[src/rtl/tbase_pkg.sv]
// Shared constants for the serial timebase load port.
// Assumes an 8-bit setting placed above a fixed all-ones low byte.
package tbase_pkg;
    parameter int BYTE_W = 8;
    parameter int VAL_W = 2 * BYTE_W;
    parameter logic [BYTE_W-1:0] LOW_FILL = 8'hFF;
    parameter logic [BYTE_W-1:0] QUICK_HI = 8'hFF;
    parameter logic [BYTE_W-1:0] QUICK_LO = 8'h7F;
endpackage

[src/rtl/tbase_sync.sv]
// Multi-stage synchroniser for a vector of asynchronous inputs.
// Assumes each bit is independent. RST_VAL gives each stage its reset level.
module tbase_sync #(
    parameter int W = 3,
    parameter int STAGES = 2,
    parameter logic [W-1:0] RST_VAL = '0
) (
    input  logic         clk,
    input  logic         rst_n,
    input  logic [W-1:0] d,
    output logic [W-1:0] q
);
    logic [STAGES-1:0][W-1:0] pipe;

    generate
        for (genvar s = 0; s < STAGES; s++) begin : g_stage
            // One flop stage of the synchroniser chain.
            always_ff @(posedge clk) begin
                if (!rst_n) pipe[s] <= RST_VAL;
                else if (s == 0) pipe[s] <= d;
                else pipe[s] <= pipe[(s > 0) ? s - 1 : 0];
            end
        end
    endgenerate

    assign q = pipe[STAGES-1];
endmodule

[src/rtl/tbase_shifter.sv]
// Byte shift register and saturating edge counter.
// Clears on `clear` (the strobe's falling edge). Shifts MSB first on `shift`.
module tbase_shifter
    import tbase_pkg::*;
#(
    parameter int CNT_W = 5
) (
    input  logic              clk,
    input  logic              rst_n,
    input  logic              clear,
    input  logic              shift,
    input  logic              bit_in,
    output logic [BYTE_W-1:0] byte_q,
    output logic [CNT_W-1:0]  edges
);
    localparam logic [CNT_W-1:0] CNT_MAX = '1;

    // Assemble the incoming bits, newest in the least significant position.
    always_ff @(posedge clk) begin
        if (!rst_n || clear) byte_q <= '0;
        else if (shift) byte_q <= {byte_q[BYTE_W-2:0], bit_in};
    end

    // Count the shift edges since the strobe fell, holding at the maximum.
    always_ff @(posedge clk) begin
        if (!rst_n || clear) edges <= '0;
        else if (shift && edges != CNT_MAX) edges <= edges + 1'b1;
    end
endmodule

[src/rtl/tbase_commit.sv]
// Commit logic: on the strobe's rising edge, picks the shifted byte or a
// shortcut default and registers it. Also keeps the configured and
// short-load flags. Assumes `rise` lasts a single cycle.
module tbase_commit
    import tbase_pkg::*;
#(
    parameter int CNT_W = 5
) (
    input  logic              clk,
    input  logic              rst_n,
    input  logic              rise,
    input  logic              bit_in,
    input  logic [BYTE_W-1:0] byte_in,
    input  logic [CNT_W-1:0]  edges,
    output logic [BYTE_W-1:0] upper,
    output logic              pulse,
    output logic              cfg,
    output logic              short_q
);
    localparam logic [CNT_W-1:0] FULL = CNT_W'(BYTE_W);

    logic [BYTE_W-1:0] pick;
    logic              odd_count;

    // Choose the byte to commit, based on how many edges were seen.
    always_comb begin
        if (edges == '0) pick = bit_in ? QUICK_HI : QUICK_LO;
        else pick = byte_in;
        odd_count = (edges != '0) && (edges != FULL);
    end

    // Register the committed byte and the one-cycle commit pulse.
    always_ff @(posedge clk) begin
        if (!rst_n) begin
            upper <= QUICK_HI;
            pulse <= 1'b0;
        end else begin
            pulse <= rise;
            if (rise) upper <= pick;
        end
    end

    // Sticky flags: configured after the first commit, and a short load seen.
    always_ff @(posedge clk) begin
        if (!rst_n) begin
            cfg <= 1'b0;
            short_q <= 1'b0;
        end else if (rise) begin
            cfg <= 1'b1;
            if (odd_count) short_q <= 1'b1;
        end
    end
endmodule

[src/rtl/tbase_load_port.sv]
// Top of the serial timebase load port. Brings the three serial inputs
// into the clk domain, finds the strobe and shift-clock edges, and drives
// the shifter and commit stages. Assumes every input level is held for at
// least SYNC_STAGES+1 clk cycles.
module tbase_load_port
    import tbase_pkg::*;
#(
    parameter int SYNC_STAGES = 2
) (
    input  logic             clk,
    input  logic             rst_n,
    input  logic             ser_data,
    input  logic             ser_clk,
    input  logic             load_n,
    output logic [VAL_W-1:0] phase_len,
    output logic             commit,
    output logic             configured,
    output logic             short_load
);
    localparam int CNT_W = $clog2(BYTE_W) + 2;

    logic [2:0]        raw_in, sync_out;
    logic              data_s, sclk_s, load_s;
    logic              sclk_d, load_d;
    logic              sclk_rise, load_rise, load_fall;
    logic [BYTE_W-1:0] byte_q, upper;
    logic [CNT_W-1:0]  edges;

    assign raw_in = {load_n, ser_clk, ser_data};

    tbase_sync #(.W(3), .STAGES(SYNC_STAGES), .RST_VAL(3'b100)) u_sync (
        .clk(clk), .rst_n(rst_n), .d(raw_in), .q(sync_out)
    );

    assign {load_s, sclk_s, data_s} = sync_out;

    // Previous synchronised levels, used for edge detection.
    always_ff @(posedge clk) begin
        if (!rst_n) begin
            sclk_d <= 1'b0;
            load_d <= 1'b1;
        end else begin
            sclk_d <= sclk_s;
            load_d <= load_s;
        end
    end

    assign sclk_rise = sclk_s && !sclk_d && !load_s;
    assign load_rise = load_s && !load_d;
    assign load_fall = !load_s && load_d;

    tbase_shifter #(.CNT_W(CNT_W)) u_shift (
        .clk(clk), .rst_n(rst_n), .clear(load_fall), .shift(sclk_rise),
        .bit_in(data_s), .byte_q(byte_q), .edges(edges)
    );

    tbase_commit #(.CNT_W(CNT_W)) u_commit (
        .clk(clk), .rst_n(rst_n), .rise(load_rise), .bit_in(data_s),
        .byte_in(byte_q), .edges(edges), .upper(upper), .pulse(commit),
        .cfg(configured), .short_q(short_load)
    );

    assign phase_len = {upper, LOW_FILL};
endmodule

[config.mk]
export PLATFORM = sky130hd
export DESIGN_NAME = tbase_load_port
export DESIGN_NICKNAME = d
export VERILOG_FILES = /design/src/rtl/tbase_pkg.sv /design/src/rtl/tbase_sync.sv /design/src/rtl/tbase_shifter.sv /design/src/rtl/tbase_commit.sv /design/src/rtl/tbase_load_port.sv
export SDC_FILE = /design/constraint.sdc
export NUM_CORES = 1
export LEC_CHECK = 0
export BUFFER_PORTS_ARGS = -buffer_cell sky130_fd_sc_hd__buf_2
export CELL_PAD_IN_SITES_DETAIL_PLACEMENT = 1
export CELL_PAD_IN_SITES_GLOBAL_PLACEMENT = 2
export CORE_ASPECT_RATIO = 0.9
export CORE_MARGIN = 4
export CORE_UTILIZATION = 35
export DETAILED_ROUTE_END_ITERATION = 10
export PLACE_DENSITY = 0.81
export SYNTH_ARGS = -nofsm -noshare
export SYNTH_HDL_FRONTEND = slang
export SYNTH_SLANG_ARGS = --single-unit
[constraint.sdc]
create_clock -name clk -period 3.6 [get_ports clk]
set_clock_uncertainty 0.1 [all_clocks]
set_input_delay 0.18 -clock clk [delete_from_list [all_inputs] [get_ports clk]]
set_output_delay 0.18 -clock clk [all_outputs]
set_load 0.005 [all_outputs]
==> impl_results.md, run 1 <==
* Status: finished clean
* Worst Path Required at 3650 ps
* CTS root buf: clkbuf_8
* P_int at between 500 and 600 uW
* CTS Sinks at 32
* RSZ-0062 raised after global routing: false
* Compound-gate portion of the synthesized area at 5.305%
* Sequential Power Share at a little over half
* Io pins at 24
* Max-Slew Margin vs Limit at 40.75%
* Critical Path End Type: flip-flop
* Gpl congestion at 0.6651
* Pleak at 0.5766 nW
* Switching Share at 20.63%
* Fmax achieved at between 500 and 600 MHz
* Worst setup SP type: flip-flop
* Share of layout cells above drive strength 1 at 17.81%
* Largest net degree at the start of global routing at 25
* Initial core utilization at 37.15%
* Final setup viols at 0
* Initial detailed-routing violation count at 26
* Routed len/inst at 13.53 microns
* Hold WS at approximately 13 ps
* Core area at 3428 sq um
* Total GRT Usage at 12.40%
* Seq/Total Area, Yosys at 50.29%
* Antenna Nets Post-Route at 0
* Setup TNS at 0 ps
* Final instance area at around 1500 sq um
* Layout Utilization at about 43%
* Die area at 4670 sq um
* Slew Limit Fails at 0
* Cell taking the most area after synthesis: dfxtp_1
* Post-CTS sizing at 0
* Count of cell types in the netlist at 27
* First-pass GRT wire length at 4602 microns
* Placed cell area at 1351 sq um
* Maxcap violations at 0
* Post-synthesis simple-gate area fraction at 24.17%
* CP Class: flip-flop to flip-flop
* Synth top area cells: dfxtp_1 50%, mux2i_1 8.6%, nor2_1 5.3%
* Pwr dens at between 400 and 500 nW/um^2
* DRT Pass-1 Iters at 4
* Drt via density at 4.726
* Final HPWL DP at between 1500 and 2000 microns
* # diodes at 0
* Final period utilization at approximately 54%
* Critical Path, Cell by Cell: ha_1, and3_1, ha_1, nor4b_4, mux2i_1, nor2_1
* Die width at 71.59 microns
* Initial antenna violation count at 0
* Fin nets at about 150
* P&R area growth vs syn at 14.44%
* Comb power frac at 3.3%
* VDD IR max at about 0.00023 V
* Critical path's largest stage delay at 430 ps
* Multiplexer area fraction after synthesis at 8.644%
* Switching power at 139.7 uW
* Syn avg cell area at 9.874 sq um
* Cell count after synthesis at 129
* Post-synth top area share at 50.29%
* Total gr overflow at 0
* Crit path DAT at 1980 ps
* Vias in the first global route at 968
* Post-CTS Setup Bufs at 0
* Slowest cell on crit path: nor4b_4
* Crit-path max FO at 6
* Worst-Margin Slew at 886.9 ps
* Mapped Area at about 1300 sq um
* Worst slack, placed at 1682 ps
* H-tree levels at 2
* Hold Vio Cnt, Final at 0
* Die height at 65.23 microns
* Maximum buffer depth of the clock tree at 2
* Total Routed Length at 2570 microns
* DR DRC count at 0
* CTS clk-pin slew, worst paths at 70 ps
* I/O Buffers at 15
* Setup WS post-layout at 1669 ps
* HP Class: input pin to flip-flop
* Site Rows at 20
* CTS Hold Bufs at 1
* Main combinational cell family by area after synthesis: simple AND/OR/NAND/NOR gates
* Post-synthesis adder-cell area fraction at 2.947%
* TritonCTS Buffers at 5
* Fin crit period at 1931 ps
* Warnings from Yosys at 0
* Synthesized flop and latch total at 32
* Worst-skew pair later-pin latency at 280 ps
* CTS tree: yes
* Most frequent cell on the critical path: ha_1
* XOR/XNOR Fraction of Synth Area at 0.6876%
* Vias at 898
* Clock Power Share at a little over two fifths
[per-layer routing]
metal / GRT usage (%) / vias to the layer above / part of all wire (%)
met4: 3.052 / 0 / 0.16
li1: - / 444 / -
met2: 21.10 / 29 / 47
met5: 0 / - / 0
met3: 5.352 / 2 / 7.0
met1: 14.30 / 423 / 45
[final timing paths]
check / startpoint / end / slack [ps] / depth (start not counted)
max reg2reg: u_shift.edges[0]$_SDFFE_PP0P_ / u_shift.edges[4]$_SDFFE_PP0P_ / 1670 / 6
min: ser_clk / u_sync.pipe[1]$_SDFF_PN0_ / 10 / 2
min reg2reg: u_sync.pipe[2]$_SDFF_PN1_ / u_sync.q[2]$_SDFF_PN1_ / 310 / 1
max: u_shift.edges[0]$_SDFFE_PP0P_ / u_shift.edges[4]$_SDFFE_PP0P_ / 1670 / 6
[cell type report]
type                       instances  area (sq um)
timing repair buffer              17         92.59
inverter                           3         11.26
multi-input combinational         87         561.8
sequential                        32         640.6
fill                             393          1971
clock buffer                       7         96.34
tap                               44         55.05
[worst max-delay path, delay by kind of cell, from the launching register on]
| family | cells | cell delay, ps |
|---|---|---|
| adder cells (fa/ha/maj) | 2 | 430 |
| AND/OR/NAND/NOR | 3 | 670 |
| flip-flops | 1 | 350 |
| multiplexers | 1 | 230 |
[placed cells by master (no fill, tap or decap), types with 3 or more instances in the layout]
master     n
mux2i_1   11
inv_1      3
clkbuf_8   7
nand2b_1   5
ha_1       3
dfxtp_1   32
nor2_1    18
nor3_1     8
buf_2     15
conb_1     8
and2_1     6
o21ai_0    7
[synthesized netlist by cell type]
library cell,instances
nor2_2,1
xnor2_1,1
and4b_1,1
and2_1,6
nor4b_4,2
o21ai_0,7
o21a_1,2
buf_2,3
clkbuf_1,3
nor4b_1,1
dfxtp_1,32
and3_1,2
nor3_1,8
nor2b_1,1
a21oi_1,2
nand3b_1,1
conb_1,1
a21o_1,1
mux2i_1,11
nor2_1,18
nand3_1,2
nor3b_1,2
inv_1,3
nand2b_1,5
buf_4,8
ha_1,3
nand2_1,2
[power by group through the flow]
stage	sequential [mW]	clock, mW	combinational (mW)
global placement	0.369	0	0.0209
global route	0.362	0.318	0.0256
finish	0.362	0.293	0.0226
floorplan	0.369	0	0.0218
CTS	0.362	0.304	0.0229
detailed placement	0.370	0	0.0218
[flip-flops by register name, summed over array words and instances, names as in the netlist]
register	count
u_commit.upper	8
u_shift.byte_q	8
u_shift.edges	5
u_sync.pipe	3
u_sync.q	3
load_d	1
sclk_d	1
u_commit.cfg	1
u_commit.pulse	1
u_commit.short_q	1
[metrics by stage]
| stage | std cells | power (mW) |
|---|---|---|
| floorplan | 136 | 0.3909 |
| global placement | 182 | 0.3904 |
| detailed placement | 182 | 0.3916 |
| CTS | 190 | 0.6885 |
| global route | 190 | 0.7064 |
| finish | 190 | 0.6774 |
[cells by family after synthesis]
group	after synthesis
fa+ha+maj	3
simple gates	52
xor+xnor	1
flops	32
other cells	1
buf+inv	17
mux	11
compound gates	12
(Power assumes the default switching activity.)
==> inputs of run 2 (changes only) <==
ABC_AREA = 1   (was default)
CORE_UTILIZATION = 32   (was 35)
PLACE_DENSITY = 0.78   (was 0.81)
clock period = 2 ns   (was 3.6 ns; I/O delays follow)
==> run 2 against run 1 <==
Net effect: die area up 19%; sequential share of layout area down 4.1 points; synthesized cell count up 29%; wire length up 4.2%; clock power up 73%; final area up 10%; area after synthesis up 11%; global-route usage down 1.4 points; hold slack better by 300 ps.
==> impl_results.md, run 2 <==
* Final period utilization at 81.91% (+28 points)
* Synth top area cells: dfxtp_1 45%, nand2_1 11%, inv_1 5.1%
* Detail Route met2 WL at 1324 microns (+8.8%)
* DRT Pass-1 Iters at 2 (-2)
* Syn avg cell area at 8.444 sq um (-14%)
* FFs w/ async S/R, synth at 0% (unchanged)
* Largest net degree at the start of global routing at 18 (-28%)
* Total Routed Length at 2679 microns (+4.2%)
* P_int at 965.7 uW (+80%)
* FF-to-FF path depth at 8 (+2)
* Metal3 WL at 137 microns (-24%)
* Min-Delay Endpoint: u_sync.q[0]$_SDFF_PN0_
* Fin cells at 248 (+31%)
* Site Rows at 22 (+10%)
* Synth Flop Type: dfxtp_1
* Critical Path End Type: flip-flop
* Worst R2R Start: u_shift.edges[0]$_SDFFE_PP0P_
* Post-synth EDFFs at 0 (unchanged)
* Comb power frac at 6.5% (+3.2 points)
* Post-synth top area share at 45.43% (-4.9 points)
* Post-CTS sizing at 0 (unchanged)
* RSZ-0062 raised after global routing: false
* CTS tree: yes
* Status: finished clean
* Most common cell after layout, fill and taps aside: nand2_1
* Fin crit period at 1638 ps (-292.4 ps)
* Vias at 1044 (+16%)
* Number of fill cells in the layout at 512 (+30%)
* Most frequent cells in the layout: 41 x nand2_1, 32 x dfxtp_1, 19 x inv_1, 15 x buf_2, 12 x a21oi_1
* Switching Share at 22.58% (+1.9 points)
* Maxcap violations at 0 (unchanged)
* Drt via density at 4.210 (-11%)
* CTS Sinks at 32 (unchanged)
* Core area at 4156 sq um (+21%)
* Worst-skew pair later-pin latency at 280 ps (about the same)
* H-tree levels at 2 (unchanged)
* Worst hold stages at 2 (unchanged)
* Fmax achieved at 610.4 MHz (+18%)
* Seq/Total Area, Yosys at 45.43% (-4.9 points)
* Crit path DAT at 1750 ps (-230 ps)
* Maximum buffer depth of the clock tree at 2 (unchanged)
* CTS clk-pin slew, worst paths at 60 ps (about the same)
* R2r endpoint: u_shift.edges[0]$_SDFFE_PP0P_
* Setup TNS at 0 ps (unchanged)
* Top Metal Used: met4
* Cell count after synthesis at 167 (+29%)
* Layout Utilization at 38.65% (-3.9 points)
* Worst hold path startpoint: u_sync.pipe[0]$_SDFF_PN0_
* First-pass GRT wire length at 4754 microns (+3.3%)
* Worst Path Required at 2110 ps (-1540 ps)
* DR DRC count at 0 (unchanged)
* Initial detailed-routing violation count at 45 (+73%)
* Share of layout cells above drive strength 1 at 25.53% (+7.7 points)
* # diodes at 0 (unchanged)
* Slew Limit Fails at 0 (unchanged)
* Mapped Area at 1410 sq um (+11%)
* CP Class: flip-flop to flip-flop
* Pleak at 0.6502 nW (+13%)
* Final HPWL DP at 2054 microns (+18%)
* Worst setup SP type: flip-flop
* Io pins at 24 (unchanged)
* P&R area growth vs syn at 13.93%
* Hold Vio Cnt, Final at 0 (unchanged)
* Pwr dens at 776.4 nW/um^2 (+67%)
* Crit-path max FO at 5 (-1)
* Sequential Power Share at 53.0% (-0.4 points)
* Warnings from Yosys at 0 (unchanged)
* VDD IR max at 0.0003773 V (+61%)
* Initial antenna violation count at 0 (unchanged)
* Count of cell types in the netlist at 25 (-7.4%)
* Placed cells at 236 (+30%)
* WL met1 at 1198 microns (+2.7%)
* Initial core utilization at 33.93% (-3.2 points)
* Multi-input logic area at 586.8 sq um (+4.5%)
* Total gr overflow at 0 (unchanged)
* Die width at 77.97 microns (+8.9%)
* I/O Buffers at 15 (unchanged)
* Total GRT Usage at 10.99% (-1.4 points)
* Seq. cell area at 640.6 sq um (unchanged)
* Gpl congestion at 0.7506 (+13%)
* Clock Power Share at 40.5% (-2.8 points)
* Die area at 5534 sq um (+19%)
* Switching power at 281.6 uW (+100%)
* HP Class: flip-flop to flip-flop
* TritonCTS Buffers at 5 (unchanged)
* Largest regs: u_commit.upper (8), u_shift.byte_q (8), u_shift.edges (5)
* Post-CTS Setup Bufs at 0 (unchanged)
* Routed len/inst at 10.80 microns (-20%)
* Die height at 70.98 microns (+8.8%)
* Antenna Nets Post-Route at 0 (unchanged)
* Vias in the first global route at 1054 (+8.9%)
* Fin nets at 195 (+27%)
* Synthesized flop and latch total at 32 (unchanged)
* Worst R2R Setup Slack at 360 ps (-1310 ps)
* Post-synth top cells: 41 x nand2_1, 32 x dfxtp_1, 19 x inv_1
* CTS root buf: clkbuf_8
* Most frequent cell after synthesis: nand2_1
* Cell taking the most area after synthesis: dfxtp_1
* Final setup viols at 0 (unchanged)
[run 2: cell count changes after synthesis, sizes merged, moves of 6 or more]
cell   delta
a21oi    +18
and2      -6
inv      +20
mux2i    -11
nand2    +39
nor3      -8
[run 2: logic make-up (layout without fill, tap and decap cells)]
kind of cell	count (synthesis)	count (layout)	share of synthesized area (%)
simple gates	62	62	20.50
buf+inv	37	51	14.82
flops	32	32	45.43
compound gates	31	31	15.71
fa+ha+maj	3	3	2.662
other cells	1	8	0.2659
xor+xnor	1	1	0.6212
[run 2: power groups by stage]
stage / combinational [mW] / clock (mW) / sequential, mW
5_1_grt: 0.0932 / 0.565 / 0.663
2_1_floorplan: 0.0707 / 0 / 0.675
3_3_place_gp: 0.0737 / 0 / 0.675
3_5_place_dp: 0.0759 / 0 / 0.676
4_1_cts: 0.0820 / 0.525 / 0.661
6_report: 0.0807 / 0.506 / 0.661
[run 2: layout make-up]
cell class / count / area share [%]
flip-flops and latches: 32 / 39.88
multi-input cells: 105 / 36.53
repair buffers: 20 / 7.632
inverters: 23 / 5.685
clock buffers: 8 / 5.607
well taps: 60 / 4.673
[run 2: stage by stage]
| stage | worst slack [ps] | total power [mW] | area, sq um | hold slack (ps) |
|---|---|---|---|---|
| final | 361.8 | 1.247 | 1607 | 318.0 |
| after global routing | 146.8 | 1.320 | 1607 | 342.0 |
| after CTS | 330.2 | 1.268 | 1607 | 318.4 |
| after detailed placement | 347.8 | 0.7515 | 1476 | 190.2 |
| after global placement | 431.9 | 0.7483 | 1476 | 184.4 |
| after floorplan | 539.1 | 0.7459 | 1436 | 97.63 |
[run 2: critical path: stages (launching register included)]
cell and delay [ps]:
dfxtp_1 400, ha_1 210, nand2_1 60, nor2_1 120, ha_1 230, inv_1 60, nand4_1 180, nand2_1 80
a21oi_1 140
[run 2: metal layers]
layer,vias up,global-route usage (%)
met5,-,0
met4,0,2.913
met3,2,4.962
met2,20,18.25
met1,479,12.90
li1,543,-
[run 2: how the worst max path moves through the flow]
stage / slack [ps] / from / endpoint
after floorplan: 540 / u_shift.edges[0]$_SDFFE_PP0P_ / u_shift.edges[1]$_SDFFE_PP0P_
after global placement: 430 / u_shift.edges[0]$_SDFFE_PP0P_ / u_shift.edges[1]$_SDFFE_PP0P_
after detailed placement: 350 / u_shift.edges[0]$_SDFFE_PP0P_ / u_shift.edges[0]$_SDFFE_PP0P_
after CTS: 330 / u_shift.edges[0]$_SDFFE_PP0P_ / u_shift.edges[0]$_SDFFE_PP0P_
after global routing: 150 / u_shift.edges[1]$_SDFFE_PP0P_ / u_shift.edges[2]$_SDFFE_PP0P_
final: 360 / u_shift.edges[0]$_SDFFE_PP0P_ / u_shift.edges[0]$_SDFFE_PP0P_
[run 2: repair_timing]
item                                    in CTS  in global routing
endpoints found under the setup margin       0                  0
hold buffers                                 4                  0
hold endpoints to repair                     4                  0
